==> src/rtl/ilp_pkg.sv <==
package ilp_pkg;
   localparam int OPC_W    = 8;
   localparam int MAX_OPND = 4;
   localparam int LEN_W    = 3;

   typedef enum logic [1:0] {
      DSP_STACK  = 2'd0,
      DSP_FIRST  = 2'd1,
      DSP_PAIR   = 2'd2,
      DSP_SECOND = 2'd3
   } disp_cls_e;
endpackage

==> src/rtl/ilp_classify.sv <==
module ilp_classify
   import ilp_pkg::*;
(
   input  logic [OPC_W-1:0] opc,
   output logic [LEN_W-1:0] len,
   output disp_cls_e        cls
);
   always_comb begin
      unique casez (opc[7:5])
         3'b000:  len = 3'd1;
         3'b001:  len = 3'd5;
         3'b01?:  len = 3'd1;
         3'b10?:  len = 3'd2;
         default: len = 3'd3;
      endcase
   end

   always_comb begin
      unique casez (opc[7:5])
         3'b0??:  cls = DSP_STACK;
         3'b10?:  cls = DSP_FIRST;
         3'b110:  cls = DSP_PAIR;
         default: cls = DSP_SECOND;
      endcase
   end
endmodule

==> src/rtl/ilp_disp_ext.sv <==
module ilp_disp_ext
   import ilp_pkg::*;
#(
   parameter int DISP_W = 16
) (
   input  disp_cls_e                 cls,
   input  logic [8*MAX_OPND-1:0]     opnds,
   output logic [DISP_W-1:0]         disp
);
   localparam int BASE_W = 16;

   logic [BASE_W-1:0] base;

   always_comb begin
      unique case (cls)
         DSP_FIRST:  base = {{8{opnds[7]}}, opnds[7:0]};
         DSP_SECOND: base = {{8{opnds[15]}}, opnds[15:8]};
         DSP_PAIR:   base = {opnds[7:0], opnds[15:8]};
         default:    base = '0;
      endcase
   end

   generate
      if (DISP_W > BASE_W) begin : g_wide
         assign disp = {{(DISP_W-BASE_W){base[BASE_W-1]}}, base};
      end else begin : g_exact
         assign disp = base;
      end
   endgenerate

   logic unused_hi;
   assign unused_hi = ^opnds[8*MAX_OPND-1:16];
endmodule

==> src/rtl/ilp_assembler.sv <==
module ilp_assembler
   import ilp_pkg::*;
#(
   parameter int             AW         = 16,
   parameter logic [AW-1:0]  RESET_ADDR = '0
) (
   input  logic                  clk,
   input  logic                  rst_n,
   input  logic                  flush,
   input  logic [AW-1:0]         flush_addr,
   input  logic                  in_valid,
   output logic                  in_ready,
   input  logic [OPC_W-1:0]      in_byte,
   input  logic [LEN_W-1:0]      new_len,
   output logic                  out_valid,
   input  logic                  out_ready,
   output logic [OPC_W-1:0]      opc_q,
   output logic [8*MAX_OPND-1:0] opnds_q,
   output logic [AW-1:0]         addr_q
);
   localparam int IDX_W = $clog2(MAX_OPND);

   logic             busy_q;
   logic [LEN_W-1:0] left_q;
   logic [IDX_W-1:0] idx_q;
   logic [AW-1:0]    pc_q;
   logic             take;
   logic             start;

   assign in_ready = ~out_valid & ~flush;
   assign take     = in_valid & in_ready;
   assign start    = take & ~busy_q;

   always_ff @(posedge clk) begin
      if (!rst_n) begin
         busy_q    <= 1'b0;
         left_q    <= '0;
         idx_q     <= '0;
         pc_q      <= RESET_ADDR;
         out_valid <= 1'b0;
         opc_q     <= '0;
         addr_q    <= '0;
      end else if (flush) begin
         busy_q    <= 1'b0;
         out_valid <= 1'b0;
         pc_q      <= flush_addr;
      end else begin
         if (out_valid && out_ready) out_valid <= 1'b0;
         if (take) begin
            pc_q <= pc_q + 1'b1;
            if (!busy_q) begin
               opc_q  <= in_byte;
               addr_q <= pc_q;
               idx_q  <= '0;
               if (new_len == 3'd1) begin
                  out_valid <= 1'b1;
               end else begin
                  busy_q <= 1'b1;
                  left_q <= new_len - 3'd1;
               end
            end else begin
               idx_q  <= idx_q + 1'b1;
               left_q <= left_q - 3'd1;
               if (left_q == 3'd1) begin
                  busy_q    <= 1'b0;
                  out_valid <= 1'b1;
               end
            end
         end
      end
   end

   generate
      for (genvar g = 0; g < MAX_OPND; g++) begin : g_lane
         always_ff @(posedge clk) begin
            if (!rst_n || (start && !flush)) begin
               opnds_q[8*g +: 8] <= '0;
            end else if (take && busy_q && !flush && idx_q == IDX_W'(g)) begin
               opnds_q[8*g +: 8] <= in_byte;
            end
         end
      end
   endgenerate


   hold_out_chk: assert property (@(posedge clk) disable iff (!rst_n)
      out_valid && !out_ready && !flush |=> out_valid && $stable(opc_q) && $stable(opnds_q) && $stable(addr_q));


   stall_in_chk: assert property (@(posedge clk) disable iff (!rst_n)
      out_valid |-> !in_ready);


   flush_drop_chk: assert property (@(posedge clk) disable iff (!rst_n)
      flush |=> !out_valid);


   opcode_start_chk: assert property (@(posedge clk) disable iff (!rst_n)
      start && !flush |=> out_valid || busy_q);
endmodule

==> src/rtl/ilen_predecode.sv <==
module ilen_predecode
   import ilp_pkg::*;
#(
   parameter int             AW         = 16,
   parameter int             DISP_W     = 16,
   parameter logic [AW-1:0]  RESET_ADDR = '0
) (
   input  logic                  clk,
   input  logic                  rst_n,
   input  logic                  flush,
   input  logic [AW-1:0]         flush_addr,
   input  logic                  in_valid,
   output logic                  in_ready,
   input  logic [7:0]            in_byte,
   output logic                  out_valid,
   input  logic                  out_ready,
   output logic [7:0]            out_opcode,
   output logic [31:0]           out_operands,
   output logic [2:0]            out_len,
   output logic [1:0]            out_disp_cls,
   output logic [DISP_W-1:0]     out_disp,
   output logic [AW-1:0]         out_addr
);
   generate
      if (AW < 8)       begin : g_bad_aw   $error("AW must be at least 8");      end
      if (DISP_W < 16)  begin : g_bad_disp $error("DISP_W must be at least 16"); end
   endgenerate

   logic [LEN_W-1:0] in_len;
   disp_cls_e        in_cls_unused;
   disp_cls_e        cls;

   ilp_classify u_cls_in (
      .opc (in_byte),
      .len (in_len),
      .cls (in_cls_unused)
   );

   ilp_assembler #(.AW(AW), .RESET_ADDR(RESET_ADDR)) u_asm (
      .clk        (clk),
      .rst_n      (rst_n),
      .flush      (flush),
      .flush_addr (flush_addr),
      .in_valid   (in_valid),
      .in_ready   (in_ready),
      .in_byte    (in_byte),
      .new_len    (in_len),
      .out_valid  (out_valid),
      .out_ready  (out_ready),
      .opc_q      (out_opcode),
      .opnds_q    (out_operands),
      .addr_q     (out_addr)
   );

   ilp_classify u_cls_out (
      .opc (out_opcode),
      .len (out_len),
      .cls (cls)
   );

   assign out_disp_cls = cls;

   ilp_disp_ext #(.DISP_W(DISP_W)) u_disp (
      .cls   (cls),
      .opnds (out_operands),
      .disp  (out_disp)
   );


   zero_fill_chk: assert property (@(posedge clk) disable iff (!rst_n)
      out_valid && out_len == 3'd1 |-> out_operands == '0);


   zero_fill_hi_chk: assert property (@(posedge clk) disable iff (!rst_n)
      out_valid && out_len != 3'd5 |-> out_operands[31:24] == '0);


   stack_cls_chk: assert property (@(posedge clk) disable iff (!rst_n)
      out_valid |-> (out_opcode[7] == 1'b0) == (out_disp_cls == 2'd0));


   stack_disp_chk: assert property (@(posedge clk) disable iff (!rst_n)
      out_valid && out_disp_cls == 2'd0 |-> out_disp == '0);
endmodule

==> config.mk <==
export PLATFORM = sky130hd
export DESIGN_NAME = ilen_predecode
export DESIGN_NICKNAME = d
export VERILOG_FILES = /design/src/rtl/ilp_pkg.sv /design/src/rtl/ilp_classify.sv /design/src/rtl/ilp_disp_ext.sv /design/src/rtl/ilp_assembler.sv /design/src/rtl/ilen_predecode.sv
export SDC_FILE = /design/constraint.sdc
export NUM_CORES = 1
export LEC_CHECK = 0
export BUFFER_PORTS_ARGS = -buffer_cell sky130_fd_sc_hd__buf_2
export CORE_ASPECT_RATIO = 0.7
export CORE_MARGIN = 10
export CORE_UTILIZATION = 36
export DETAILED_ROUTE_END_ITERATION = 8
export PLACE_DENSITY_LB_ADDON = 0.12
export SYNTH_ARGS = -nofsm -noshare
export SYNTH_HDL_FRONTEND = slang
export SYNTH_SLANG_ARGS = --single-unit
==> constraint.sdc <==
create_clock -name clk -period 1.6 [get_ports clk]
set_input_delay 0.08 -clock clk [delete_from_list [all_inputs] [get_ports clk]]
set_output_delay 0.08 -clock clk [all_outputs]
set_load 0.02 [all_outputs]
# Word-level counts from Yosys, hierarchy flattened
# Index checks and enable logic that the tools add are counted.
# classes
addsub	4
mul	0
n_div	0
magnitude_cmp	0
n_eq_ne	16
shift	0
mux	17
n_bitwise	8
reduce_logical	21
# op_table
cell	count
$pmux W16 S3	1
$mux W16	2
$pmux W3 S3	2
$add A16 B1 Y16 const B	1
$eq A2 B2 Y1 const B	6
$eq A3 B1 Y1 const B	4
$eq A2 B1 Y1 const B	4
$logic_and A1 B1 Y1	8
$mux W1	8
$logic_not A3 Y1	2
$mux W3	2
$pmux W2 S3	1
$reduce_and A3 Y1	2
$reduce_or A2 Y1	3
$sub A3 B1 Y3 const B	2
$not A1 Y1	5
$and A1 B1 Y1	3
$eq A3 B3 Y1 const B	1
$add A2 B1 Y2 const B	1
$logic_not A1 Y1	2
$logic_not A2 Y1	1
$mux W2	1
$ne A2 B1 Y1 const B	1
$reduce_and A2 Y1	1
other kinds (2)	2
# word_totals
register_bits	79
latch_bits	0
ram_bits	0
mem_bits_ro	0
memories	0

# Logic depth before layout (Yosys ltp)
# depth
word_depth	7
ltp_mapped	6

# Hierarchy
# A second synthesis with hierarchy kept.
# unflattened
hier_cells	416
hier_area_um2	3679.8
# modules_own_cells
module	instances	cells_per_inst	area_each_um2
ilp_assembler	1	379	3399.5
ilp_disp_ext	1	25	212.7
ilp_classify	2	6	33.8

# Worst setup path before layout
# No wires, ideal clock.
# synth_timing
path_type	register -> output
startpoint	register u_asm.opc_q[6]
endpoint	output out_disp[15]
arrival_time_ns	1.583
slack_ns	-0.063
path_stages_with_launch	5
path_buffers	2
path_cell_list	dfxtp_1 -> buf_2 -> buf_1 -> nand3_1 -> a21boi_0
# synth_between
elab_chain_len	4
elab_cells_between_ends	7
cone_classes	5 x eq/ne; 2 x mux
# synth_rtl
item	line	rtl
start, declared	ilp_assembler.sv:17	output logic [OPC_W-1:0] opc_q,
start signal, assigned	ilp_assembler.sv:52	opc_q <= in_byte;
$eq A3 B3 Y1 or $eq A2 B2 Y1 (tied branches)	ilp_classify.sv:19	unique casez (opc[7:5])
$pmux W2 S3 (*)	ilp_classify.sv:19	
$eq A2 B2 Y1 or $eq A2 B1 Y1 (tied branches)	ilp_disp_ext.sv:15	unique case (cls)
$pmux W16 S3 (*)	ilp_disp_ext.sv:15	
end, declared	ilen_predecode.sv:21	output logic [DISP_W-1:0] out_disp,
# Every way passes the cells marked *; elsewhere a longest branch is shown, timed or not.

# Final worst setup path
# layout_timing
startpoint	register u_asm.opc_q[7]
endpoint	output out_disp_cls[0]
# layout_between
elab_chain_len	2
elab_cells_between_ends	4
cone_classes	2 x eq/ne; 1 x mux; 1 x bitwise
# layout_rtl
item	line	rtl
$eq A3 B3 Y1 (tied with other cells)	ilp_classify.sv:19	
$pmux W2 S3 (*)	ilp_classify.sv:19	
end, declared	ilen_predecode.sv:20	output logic [1:0] out_disp_cls,
# Marks and branches as above.

==> qor.txt <==
Die Width: 142.0 microns
most frequent cells in the layout: buf_2 (107), dfxtp_1 (78), nand2_1 (67)
critical path's slowest cell: dfxtp_1
routed vias/inst: 4.888
Synth cell types: 44
Final GP Congestion: 0.8097
Initial Util: 36.62%
Setup violations, final: 0
port bufs: 107
Multi-input gate area: 2001 sq um
CP Launch Type: register
Area growth, synth to finish: 29.63%
commonest non-fill, non-tap cell in the layout: buf_2
skew final: 0.008300 ns
maximum net fanout on the critical path: 9
Buffers & Inverters on Critical Path: 2
setup TNS: 0 ns
pwr dens: 981.9 nW/um^2
ANT cells: 0
fmax: 0.6671 GHz
dpl ws: 0.1257 ns
max incr delay on CP: 0.51 ns
syn nets: 455
Fillers: 995
arrival time at the worst endpoint: 1.42 ns
Detailed Place HPWL: 7896 microns
clk slew on worst S/H paths: 0.06 ns
Root Buffer Master: clkbuf_16
CP Cell Sequence: buf_4 -> a21boi_0 -> buf_2
RSZ-0062 raised after global routing: no
Yosys reg bits: 79
HP Class: in -> reg
yosys warns: 0
Bufs on Longest Clock Path: 2
CP required: 1.52 ns
wl on met1: 4772 microns
ratio of cells with drive above 1 in the final layout: 30.48%
number of global-route vias before repair: 3322
wirelength, routed: 10400 microns
CTS buffer count: 9
Hold Vio Cnt, Final: 0
synthesized cell area: 3750 sq um
nets: 569
Slew Limit Fails: 0
CP endpoint kind: primary output
number of flops mapped to enable cells by yosys: 0
Rows: 31
largest net degree at the start of global routing: 34
critical path's top delay family: flip-flops
1st-pass router iterations: 4
total gr overflow: 0
Post-DRT Antenna Nets: 0
H-Tree Depth: 3
die height: 105.4 microns
I/O pin count: 108
Max-Cap Viols: 0
core area: 10240 sq um
Highest Signal Layer: met4
Synth Flop Type: dfxtp_1
fin crit share: 93.68%
hold slack: 0.01539 ns
post-synthesis sequential area ratio: 42.18%
drc violations: 0
routed vias: 3275
first-pass GRT wire length: 17140 microns
GR Util All Layers: 13.93%
post-layout util: 47.47%
Final min period: 1.499 ns
Register Area: 1583 sq um
met3 WL: 839 microns
Leakage: 2.262 nW
die area: 14960 sq um
initial antenna violation count: 0
VDD IR max: 0.0004504 V
CTS tree: done
Async S/R FF share, synth: 0%
Sink Count: 79
worst-margin pin slew: 0.3897 ns
final setup margin: 0.1010 ns
met2 wire length: 4689 microns
Avg Cell Area, Syn: 8.950 sq um
Post-Synthesis Cells: 419
Crit Path Class: reg -> out
1st-iter DRT viols: 154
WL per Instance: 15.52 microns
relative slew slack: 73.99%
clk_lat worst skew: 0.34 ns
Power Total: 4.773 mW
outcome: completed
## worst register-to-register path: stages (launching register included)
cell and delay [ns]:
dfxtp_1 0.36, nand4b_2 0.37, nor3_1 0.32, mux2i_1 0.23, nand3_1 0.08
## worst paths after layout
| kind | start | to | slack [ns] | depth (start not counted) |
|---|---|---|---|---|
| worst min-delay path | flush_addr[8] | u_asm.pc_q[8]$_SDFFE_PN0P_ | 0.02 | 3 |
| worst max register to register | u_asm.out_valid$_SDFF_PP0_ | u_asm.pc_q[15]$_SDFFE_PN0P_ | 0.13 | 4 |
| worst min register to register | u_asm.opc_q[4]$_SDFFE_PN0P_ | u_asm.opc_q[4]$_SDFFE_PN0P_ | 0.45 | 2 |
| worst max-delay path | u_asm.opc_q[7]$_SDFFE_PN0P_ | out_disp_cls[0] | 0.10 | 3 |
## report_power, final
part | switching [mW] | leakage [nW] | total [mW] | internal (mW)
combinational | 0.280 | 1.46 | 0.478 | 0.198
clock | 0.801 | 0.162 | 2.20 | 1.40
sequential | 0.0632 | 0.643 | 2.09 | 2.03
total | 1.14 | 2.26 | 4.77 | 3.63
## cell type report
class / instances / share of cell area, %
clock buffer: 10 / 4.916
clock inverter: 6 / 1.725
inverter: 11 / 0.9266
multi-input combinational: 303 / 41.16
sequential: 79 / 32.56
tap: 132 / 3.398
timing repair buffer: 129 / 15.32
## flip-flops by register name, indices dropped and copies added (netlist names)
name	count
u_asm.left_q	3
u_asm.idx_q	2
u_asm.opnds_q	32
u_asm.out_valid	1
u_asm.opc_q	8
u_asm.busy_q	1
u_asm.addr_q	16
u_asm.pc_q	16
## cells in the mapped netlist (2+ instances only)
cell type	instances	area share (%)
a21boi_0	3	0.60
a21boi_1	25	5.0
a21oi_1	22	2.9
and2_1	4	0.67
and3_1	2	0.33
buf_2	8	1.1
buf_4	3	0.60
buf_6	2	0.60
clkbuf_1	12	1.2
dfxtp_1	79	42
ha_1	7	2.3
inv_1	10	1.0
mux2i_1	44	12
nand2_1	67	6.7
nand2b_1	6	1.0
nand3_1	8	1.1
nand3_4	4	1.9
nand4_1	4	0.67
nor2_1	38	3.8
nor2b_1	9	1.5
nor3_1	6	0.80
nor4_1	3	0.50
nor4_2	4	1.3
o21ai_0	17	2.3
xnor2_1	11	2.6
xor2_1	3	0.70
## metal layers
metal,vias to the layer above,track usage [%]
met5,-,0
met4,0,4.003
met3,10,5.740
met2,80,20.81
met1,1538,17.99
li1,1647,-
## logic make-up (layout without fill, tap and decap cells)
logic type / after synthesis / after routing / share of synthesized area [%]
buffers and inverters: 37 / 156 / 4.671
adders and majority gates: 7 / 7 / 2.336
muxes: 44 / 44 / 11.75
DFF: 79 / 79 / 42.18
xor gates and xnor gates: 14 / 14 / 3.270
AOI/OAI and AO/OA: 73 / 73 / 12.28
and+or+nand+nor: 165 / 165 / 23.52
## through the flow
step	instance area (sq um)	cells
detailed placement	4504	652
floorplan	3750	419
finish	4861	670
global route	4861	670
CTS	4841	669
global placement	4504	652
## timing repair
item	4_1_cts	5_1_grt
endpoints found under the hold margin	1	0
hold buffers	1	0
gates cloned	0	0
endpoints found under the setup margin	7	16
gates resized for setup	1	4
buffers inserted	0	1
Note: power is estimated with default switching activity, not from simulation.
